### config.mk
export PLATFORM = sky130hd
export DESIGN_NAME = tdp_corrector
export DESIGN_NICKNAME = d
export VERILOG_FILES = /design/src/rtl/tdp_pkg.sv /design/src/rtl/tdp_encoder.sv /design/src/rtl/tdp_classify.sv /design/src/rtl/tdp_decoder.sv /design/src/rtl/tdp_corrector.sv
export SDC_FILE = /design/constraint.sdc
export NUM_CORES = 1
export LEC_CHECK = 0
export BUFFER_PORTS_ARGS = -buffer_cell sky130_fd_sc_hd__clkbuf_2
export CAP_MARGIN = 40
export CORE_MARGIN = 3
export CORE_UTILIZATION = 50
export CTS_BUF_LIST = sky130_fd_sc_hd__clkbuf_4
export CTS_CLUSTER_SIZE = 8
export DETAILED_ROUTE_END_ITERATION = 10
export GPL_ROUTABILITY_DRIVEN = 0
export PLACE_DENSITY = 0.69
export SETUP_SLACK_MARGIN = 0.02
export SLEW_MARGIN = 10
export SYNTH_ARGS = -nofsm -noshare
export SYNTH_HDL_FRONTEND = slang
export SYNTH_HIERARCHICAL = 1
export SYNTH_SLANG_ARGS = --single-unit
### constraint.sdc
create_clock -name clk -period 2.85 [get_ports clk]
set_clock_uncertainty 0.15 [all_clocks]
set_input_delay 0.1425 -clock clk [delete_from_list [all_inputs] [get_ports clk]]
set_output_delay 0.1425 -clock clk [all_outputs]
set_load 0.05 [all_outputs]
### src/rtl/tdp_pkg.sv
package tdp_pkg;
    localparam int DATA_W    = 7;
    localparam int DATA_ROWS = 6;
    localparam int ROW_W     = DATA_W + 1;
    localparam int BLK_ROWS  = DATA_ROWS + 1;
    localparam int CNT_W     = $clog2(BLK_ROWS + 1);
    localparam int SYN_W     = (BLK_ROWS > ROW_W) ? BLK_ROWS : ROW_W;

    typedef enum logic [1:0] {
        BLK_CLEAN = 2'b00,
        BLK_FIXED = 2'b01,
        BLK_BAD   = 2'b10
    } blk_status_e;

    typedef enum logic {
        DEC_RECV = 1'b0,
        DEC_SEND = 1'b1
    } dec_state_e;

    // Coded row: data in the upper bits, even-parity bit in bit 0
    function automatic logic [ROW_W-1:0] make_row(input logic [DATA_W-1:0] d);
        return {d, ^d};
    endfunction

    function automatic logic single_bit(input logic [SYN_W-1:0] v);
        return (v != '0) && ((v & (v - SYN_W'(1))) == '0);
    endfunction
endpackage

### src/rtl/tdp_encoder.sv
module tdp_encoder
    import tdp_pkg::*;
(
    input  logic              clk,
    input  logic              rst,
    input  logic              in_valid,
    output logic              in_ready,
    input  logic [DATA_W-1:0] in_data,
    output logic              out_valid,
    input  logic              out_ready,
    output logic [ROW_W-1:0]  out_row
);
    localparam logic [CNT_W-1:0] LAST_ROW = CNT_W'(DATA_ROWS - 1);

    logic [CNT_W-1:0] cnt;
    logic             pend;
    logic [ROW_W-1:0] acc;
    logic             slot;

    assign slot     = !out_valid || out_ready;
    assign in_ready = slot && !pend;

    always_ff @(posedge clk) begin
        if (rst) begin
            cnt       <= '0;
            pend      <= 1'b0;
            acc       <= '0;
            out_valid <= 1'b0;
            out_row   <= '0;
        end else if (in_valid && in_ready) begin
            out_row   <= make_row(in_data);
            acc       <= acc ^ make_row(in_data);
            out_valid <= 1'b1;
            if (cnt == LAST_ROW) begin
                cnt  <= '0;
                pend <= 1'b1;
            end else begin
                cnt <= cnt + CNT_W'(1);
            end
        end else if (pend && slot) begin
            out_row   <= acc;
            out_valid <= 1'b1;
            pend      <= 1'b0;
            acc       <= '0;
        end else if (out_ready) begin
            out_valid <= 1'b0;
        end
    end


    enc_even_chk: assert property (@(posedge clk) disable iff (rst)
        out_valid |-> (^out_row) == 1'b0);


    enc_hold_chk: assert property (@(posedge clk) disable iff (rst)
        out_valid && !out_ready |=> out_valid && $stable(out_row));
endmodule

### src/rtl/tdp_classify.sv
module tdp_classify
    import tdp_pkg::*;
(
    input  logic [BLK_ROWS-1:0] row_syn,
    input  logic [ROW_W-1:0]    col_syn,
    output logic                fixable,
    output blk_status_e         status
);
    always_comb begin
        fixable = single_bit(SYN_W'(row_syn)) && single_bit(SYN_W'(col_syn));
        if (row_syn == '0 && col_syn == '0)
            status = BLK_CLEAN;
        else if (fixable)
            status = BLK_FIXED;
        else
            status = BLK_BAD;
    end
endmodule

### src/rtl/tdp_decoder.sv
module tdp_decoder
    import tdp_pkg::*;
(
    input  logic              clk,
    input  logic              rst,
    input  logic              in_valid,
    output logic              in_ready,
    input  logic [ROW_W-1:0]  in_row,
    output logic              out_valid,
    input  logic              out_ready,
    output logic [DATA_W-1:0] out_data,
    output logic [1:0]        out_status,
    output logic              out_first
);
    localparam logic [CNT_W-1:0] LAST_IN  = CNT_W'(BLK_ROWS - 1);
    localparam logic [CNT_W-1:0] LAST_OUT = CNT_W'(DATA_ROWS - 1);

    dec_state_e          state;
    logic [CNT_W-1:0]    cnt;
    logic [ROW_W-1:0]    store [BLK_ROWS];
    logic [BLK_ROWS-1:0] row_syn;
    logic [ROW_W-1:0]    col_syn;
    logic                fixable;
    blk_status_e         status;
    logic [ROW_W-1:0]    fixed_row;

    tdp_classify u_class (
        .row_syn (row_syn),
        .col_syn (col_syn),
        .fixable (fixable),
        .status  (status)
    );

    assign in_ready  = (state == DEC_RECV);
    assign out_valid = (state == DEC_SEND);
    assign out_first = out_valid && (cnt == '0);

    always_comb begin
        fixed_row = store[cnt];
        if (fixable && row_syn[cnt])
            fixed_row = store[cnt] ^ col_syn;
    end

    assign out_data   = fixed_row[ROW_W-1:1];
    assign out_status = status;

    always_ff @(posedge clk) begin
        if (rst) begin
            state   <= DEC_RECV;
            cnt     <= '0;
            row_syn <= '0;
            col_syn <= '0;
        end else if (state == DEC_RECV) begin
            if (in_valid) begin
                row_syn[cnt] <= ^in_row;
                col_syn      <= col_syn ^ in_row;
                if (cnt == LAST_IN) begin
                    cnt   <= '0;
                    state <= DEC_SEND;
                end else begin
                    cnt <= cnt + CNT_W'(1);
                end
            end
        end else if (out_ready) begin
            if (cnt == LAST_OUT) begin
                cnt     <= '0;
                row_syn <= '0;
                col_syn <= '0;
                state   <= DEC_RECV;
            end else begin
                cnt <= cnt + CNT_W'(1);
            end
        end
    end

    always_ff @(posedge clk) begin
        if (state == DEC_RECV && in_valid)
            store[cnt] <= in_row;
    end


    dec_hold_chk: assert property (@(posedge clk) disable iff (rst)
        out_valid && !out_ready |=> out_valid && $stable(out_data)
            && $stable(out_status) && $stable(out_first));


    dec_start_chk: assert property (@(posedge clk) disable iff (rst)
        $rose(out_valid) |-> $past(in_valid && in_ready));


    dec_status_chk: assert property (@(posedge clk) disable iff (rst)
        out_valid |-> $onehot0(out_status));
endmodule

### src/rtl/tdp_corrector.sv
module tdp_corrector
    import tdp_pkg::*;
(
    input  logic              clk,
    input  logic              rst,
    input  logic              enc_in_valid,
    output logic              enc_in_ready,
    input  logic [DATA_W-1:0] enc_in_data,
    output logic              enc_out_valid,
    input  logic              enc_out_ready,
    output logic [ROW_W-1:0]  enc_out_row,
    input  logic              dec_in_valid,
    output logic              dec_in_ready,
    input  logic [ROW_W-1:0]  dec_in_row,
    output logic              dec_out_valid,
    input  logic              dec_out_ready,
    output logic [DATA_W-1:0] dec_out_data,
    output logic [1:0]        dec_out_status,
    output logic              dec_out_first
);
    tdp_encoder u_enc (
        .clk       (clk),
        .rst       (rst),
        .in_valid  (enc_in_valid),
        .in_ready  (enc_in_ready),
        .in_data   (enc_in_data),
        .out_valid (enc_out_valid),
        .out_ready (enc_out_ready),
        .out_row   (enc_out_row)
    );

    tdp_decoder u_dec (
        .clk        (clk),
        .rst        (rst),
        .in_valid   (dec_in_valid),
        .in_ready   (dec_in_ready),
        .in_row     (dec_in_row),
        .out_valid  (dec_out_valid),
        .out_ready  (dec_out_ready),
        .out_data   (dec_out_data),
        .out_status (dec_out_status),
        .out_first  (dec_out_first)
    );
endmodule

# ---- Word level (Yosys, flattened, before mapping)
# Memory sizes are Yosys's and may differ from the RTL's. A register that Yosys moved wholly into a read port is not among the register bits.
# Cells that the tools add are included.
dict set report word_totals {
  reg_bits 40
  latch_bits 0
  ramBits 56
  elab_cells 98
  rom_bits 0
  inputBits 21
  mem_count 1
}
# memory depth word_bits read_ports rd_ports_with_merged_regs write_ports line
set mem_list {}
lappend mem_list {u_dec.store 7 8 1 1 1 tdp_decoder.sv:20} ;# logic [ROW_W-1:0] store [BLK_ROWS];
dict set report classes {
  n_div 0
  reduce_logical 29
  n_addsub 4
  n_eq_ne 6
  bitwise_logic 6
  mux 41
  n_shift 0
  magnitude_cmp 2
  mul 0
}
# op n
set ops {}
lappend ops {{8-bit two-way mux} 9}
lappend ops {{7-bit two-way mux} 4}
lappend ops {{8-bit zero test} 3}
lappend ops {{3-bit two-way mux} 8}
lappend ops {{8-bit bitwise XOR} 3}
lappend ops {{1-bit two-way mux} 15}
lappend ops {{1-bit logical AND} 11}
lappend ops {{3-bit equality test, second input constant} 3}
lappend ops {{7-bit by 8-bit bitwise AND with 8-bit output} 1}
lappend ops {{8-bit bitwise AND} 1}
lappend ops {{8-bit nonzero test} 1}
lappend ops {{8-bit parity} 1}
lappend ops {{7-bit by 1-bit subtractor with 8-bit output, second input constant} 1}
lappend ops {{8-bit by 1-bit subtractor with 8-bit output, second input constant} 1}
lappend ops {{7-bit bitwise mux} 1}
lappend ops {{7-bit zero test} 1}
lappend ops {{7-bit nonzero test} 1}
lappend ops {{7-bit parity} 1}
lappend ops {{3-bit by 1-bit adder with 3-bit output, second input constant} 2}
lappend ops {{2-bit != test, second input constant} 3}
lappend ops {{3-bit by 4-bit less-than comparator with 1-bit output, second input constant} 1}
lappend ops {{2-bit two-way mux} 2}
lappend ops {{2-bit AND reduction} 2}
lappend ops {{2-bit nonzero test} 2}
lappend ops {{other kinds (9)} 10}

# ---- Depth between registers and ports, before layout
dict set report logic_depth {
  ltp_word 7
  ltp_mapped 7
  mapped_depth_nobuf 7
}

# ---- Cells and area by module
# The synthesis kept the hierarchy.
# mod area_each_um2 cells_per_inst seq_area_each_um2 n_inst
set modules_own_cells {}
lappend modules_own_cells {tdp_decoder 3126.7 239 1911.8 1}
lappend modules_own_cells {tdp_encoder 910.9 106 420.4 1}
lappend modules_own_cells {tdp_classify 167.7 23 0.0 1}

# ---- Worst setup path before layout
# OpenSTA, ideal clock, no wires.
dict set report synth_path {
  path_type {register to output}
  startpoint {register u_dec.row_syn[0]}
  endpoint {output port dec_out_status[0]}
  arrival_ns 2.693
  path_buffers 0
  stages_incl_launch_ff 5
  required_ns 2.558
  slack_ns -0.136
  path_cell_list {dfxtp_1 or4_4 o21ai_0 o21ai_0 nor4_1}
}
dict set report synth_via {
  elab_chain_cells 7
  elab_cells_between_ends 10
  cone_classes {add/sub (1); mux (2); bitwise (1); reduce/logical (6)}
}
# item line
set synth_rtl {}
lappend synth_rtl {{start, declared} tdp_decoder.sv:21} ;# logic [BLK_ROWS-1:0] row_syn;
lappend synth_rtl {{start signal, assigned by index} tdp_decoder.sv:55} ;# row_syn[cnt] <= ^in_row;
lappend synth_rtl {{7-bit by 1-bit subtractor with 8-bit output} tdp_pkg.sv:26} ;# return (v != '0) && ((v & (v - SYN_W'(1))) == '0);
lappend synth_rtl {{7-bit by 8-bit bitwise AND with 8-bit output} tdp_pkg.sv:26}
lappend synth_rtl {{8-bit zero test} tdp_pkg.sv:26}
lappend synth_rtl {{1-bit logical AND} tdp_pkg.sv:26}
lappend synth_rtl {{1-bit logical AND} tdp_classify.sv:10} ;# fixable = single_bit(SYN_W'(row_syn)) && single_bit(SYN_W'(col_syn));
lappend synth_rtl {{2-bit two-way mux} tdp_classify.sv:13} ;# else if (fixable)
lappend synth_rtl {{2-bit two-way mux *} tdp_classify.sv:11} ;# if (row_syn == '0 && col_syn == '0)
lappend synth_rtl {{end, declared} tdp_corrector.sv:18} ;# output logic [1:0] dec_out_status,
# Every way passes the cells marked *; elsewhere a longest branch is shown, timed or not.

# ---- Worst setup path after layout
dict set report layout_path {
  startpoint {register u_dec.row_syn[1]}
  endpoint {output port dec_out_data[0]}
}
dict set report layout_via {
  elab_chain_cells 7
  elab_cells_between_ends 10
  cone_classes {add/sub (1); mux (3); bitwise (1); reduce/logical (5)}
}
# item line
set layout_rtl {}
lappend layout_rtl {{7-bit by 1-bit subtractor with 8-bit output} tdp_pkg.sv:26}
lappend layout_rtl {{7-bit by 8-bit bitwise AND with 8-bit output} tdp_pkg.sv:26}
lappend layout_rtl {{8-bit zero test} tdp_pkg.sv:26}
lappend layout_rtl {{1-bit logical AND *} tdp_pkg.sv:26}
lappend layout_rtl {{1-bit logical AND *} tdp_classify.sv:10}
lappend layout_rtl {{via u_dec.fixable} tdp_decoder.sv:23} ;# logic fixable;
lappend layout_rtl {{1-bit logical AND *} tdp_decoder.sv:40} ;# if (fixable && row_syn[cnt])
lappend layout_rtl {{8-bit two-way mux *} tdp_decoder.sv:40}
lappend layout_rtl {{end, declared} tdp_corrector.sv:17} ;# output logic [DATA_W-1:0] dec_out_data,
# Mark *: on every way through the listed nets, which the timed path passes. The rest lies on a longest branch. The select of a mux whose other input is x is not followed.

==> impl_results.md <==
- Die height: 97.7 um
- Pleak: 1.86 nW
- Top cell type's share of synthesized area: 35.0%
- Flop pwr share: 51.3%
- Top delay family on crit path: simple AND/OR/NAND/NOR gates
- Syn Area/Cell: between 10 and 15 um2
- Combinational Power Share: 20.8%
- Warning count from the yosys run: 6
- # nets final: 467
- Count of final hold-check violations: 0
- Rel. slew slack: 52.9%
- Fillers: roughly 600
- Aggregate global-route resource usage: a little over a fifth
- Fraction of registers with async set/reset: 0%
- Core Area: 7930 um2
- CTS Buf Count: 9
- Die ar.: 9550 um2
- Drt pass-1 iters: 4
- Sequential share of the synthesized area: 55.5%
- CTS tree: built
- Mapped Nets: 389
- Setup violations, final: 8
- DR WL met2: 5.08 mm
- Drt wl/cell: 18.7 um
- Top cells by area, synth: edfxtp_1 35%, dfxtp_1 20%, mux2i_1 4.5%
- Kind of critical path: flip-flop to output pin
- ANT nets after route: 0
- Remaining DRCs: 0
- Via density: a little under 6
- DRT met1 WL: 4.62 mm
- Failing checks: setup timing
- Layout Area Growth over Synthesis: 25.4%
- Total number of vias: 3,283
- Max FO, Critical Path: 8
- Ant. Diodes: 0
- Post-layout min period: ~3 ns
- Max clock buf depth: 2
- Skew-Pair Late Insertion Delay: 0.43 ns
- Met3 WL: 469 um
- WP data required: 2.56 ns
- Peak VDD IR: ~0.25 mV
- Share of cells above drive strength 1: between 20% and 30%
- Worst Reg2Reg Path Length in Cells: 6
- HP Class: primary input to flip-flop
- Initial antenna violation count: 0
- Post-Syn Instances: roughly 370
- Leading area contributor after synthesis: edfxtp_1
- Initial Util: 53.0%
- Post-DP HPWL: 6.53 mm
- Yosys cell types: 55
- WHS Path Cells: 4
- Critical Path Sink Type: output pin
- CTS root buf: clkbuf_4
- Vias in the first global route: 3,093
- Site Rows: 32
- Inst Count DP: 506
- Worst hold endpoint: u_dec/row_syn[2]
- Largest net degree at the start of global routing: 23
- Final worst-path cycle share: 105%
- EDFF count, synth: 49
- Remaining global-route overflow: 0
- Flops & latches, synth: 92
- Critical-path top delay cell: or4_4
- Internal Power: 2.07 mW
- CP arrival: 2.70 ns
- Starting DRT DRC Count: about 320
- Ports: 43
- P per Cell Area: about 550 nW/um2
- Outcome: finished, violations left
- CP peak stage delay: 0.57 ns
- Power share of the clock group: 27.9%
- Max-Cap Viols: 0
- Reg2reg start: u_dec/cnt[1]
- Final WL: 10.3 mm
- Synthesized cell area: between 4000 and 5000 um2
- Crit path cell chain: or4_4, a21oi_2, nand4_1, nor4_2, buf_4, and3_4, nand3_4, xor2_2, buf_12
- Final Max Tran Viols: 0
- RSZ-0062 raised after global routing: yes
- Sw Ratio: 28.9%
- Setup TNS: -0.798 ns
- Worst setup margin: -0.140 ns
- CP bufs+invs: 2
- Die Width: 97.7 um
- Switch Pwr: 0.841 mW
- Worst-path clk slew: 0.14 ns
- H-tree lvl count: 3
- R2r setup slk: 0.26 ns
- Clock sink total: 92
- Fin cells: 553
- RR Endpoint: u_dec/col_syn[0]
- Port Buf Inserts: 42
- DR top layer: met4
- Fmax: 0.334 GHz
- Worst Tran Pin Value: around 0.71 ns
- HP Start: dec_in_valid
- Most used flip-flop cell after synthesis: edfxtp_1
- Startpoint type of the worst setup path: flip-flop
- First-pass GRT wire length: 16.1 mm
[per-layer routing]
metal  vias to the layer above  track usage, %
met2                       123            33.4
li1                       1527               -
met4                         0            8.52
met1                      1615            30.7
met3                        18            2.44
met5                         -               0
[kinds of logic (layout without fill, tap and decap cells)]
| logic type | after synthesis | count (layout) | synth area share (%) |
|---|---|---|---|
| multiplexers | 26 | 26 | 8.63 |
| AND/OR/NAND/NOR | 126 | 126 | 16.9 |
| buffers and inverters | 25 | 108 | 3.06 |
| XOR/XNOR | 22 | 22 | 5.24 |
| AO/OA/AOI/OAI | 77 | 77 | 10.7 |
| flip-flops | 92 | 92 | 55.5 |
[per-stage QoR]
step	hold slack (ns)	setup slack (ns)	cell area [um2]	power (mW)	util, %
5_1_grt	0.102	-0.248	5280	3.02	66.5
4_1_cts	0.0703	-0.103	5180	2.87	65.4
2_1_floorplan	0.0914	-0.136	4260	1.85	-
6_report	0.0971	-0.140	5280	2.91	66.5
3_5_place_dp	0.319	0.139	4680	2.02	59.0
3_3_place_gp	0.297	0.240	4680	2.01	59.0
[worst max path at each step]
stage | from | endpoint | slack [ns] | depth (start not counted)
global placement | u_dec/row_syn[0] | dec_out_data[5] | 0.24 | 9
floorplan | u_dec/row_syn[0] | dec_out_status[0] | -0.14 | 4
global route | u_dec/row_syn[1] | dec_out_data[2] | -0.25 | 9
CTS | u_dec/row_syn[0] | dec_out_data[5] | -0.10 | 9
detailed placement | u_dec/row_syn[0] | dec_out_data[5] | 0.14 | 9
finish | u_dec/row_syn[1] | dec_out_data[0] | -0.14 | 9
[state kept, by name (all words and copies together), names as in the netlist, named ones only]
| name | count |
|---|---|
| u_dec/store | 49 |
| u_dec/col_syn | 8 |
| u_enc/acc | 8 |
| u_enc/out_row | 8 |
| u_dec/row_syn | 7 |
| u_dec/cnt | 3 |
| u_enc/cnt | 3 |
| u_dec/out_valid | 1 |
| u_enc/out_valid | 1 |
| u_enc/pend | 1 |
[layout make-up]
type                       instances  area, um2  share of cell area [%]
sequential                        92       2340                    44.3
timing repair buffer              87        712                    13.5
clock buffer                       9       67.6                    1.28
multi-input combinational        251       1920                    36.3
tap                              102        128                    2.42
inverter                           5       18.8                   0.356
clock inverter                     7       97.6                    1.85
[worst register-to-register path, cell delays in order, from the launching register on]
cell	delay (ns)
dfxtp_1	0.49
buf_4	0.26
and3b_1	0.23
a31oi_2	0.48
o21ai_0	0.20
a21oi_1	0.17
dlygate4sd3_1	0.57
[power by group through the flow]
stage                     Combinational (mW)  Clock (mW)  Sequential, mW
after CTS                              0.561       0.824            1.49
after detailed placement               0.504           0            1.52
after global placement                 0.494           0            1.51
after floorplan                        0.323           0            1.53
final                                  0.604       0.812            1.49
after global routing                   0.634       0.885            1.50
[placed cells by master (no fill, tap or decap), drive strengths merged, types with 11 or more instances in the layout]
cell and count:
a21oi 29, buf 30, clkbuf 42, dfxtp 43, dlygate4sd3 24, edfxtp 49, mux2i 19, nand2 31
nand3 17, nor2 18, o21ai 26, xor2 11
[synth_stat cells (3+ instances only)]
cell and n:
a21oi_1 27, a31oi_1 8, and3_1 8, buf_2 8, clkbuf_1 8, dfxtp_1 43
edfxtp_1 49, inv_1 4, mux2i_1 19, mux4_1 4, mux4_2 3, nand2_1 31
nand3_1 17, nand3b_1 10, nand4_1 9, nor2_1 17, nor2b_1 3, nor4_1 5
o21ai_0 25, o31ai_1 3, or2_2 7, xnor2_1 9, xor2_1 11
[repair_timing]
item,4_1_cts,5_1_grt
setup endpoints to repair,7,8
buffers inserted,4,3
hold buffers,24,0
cloned,0,0
pin swaps,3,8
endpoints found under the hold margin,74,0
gates resized for setup,19,18
No activity file was read; power rests on OpenSTA's default activity.
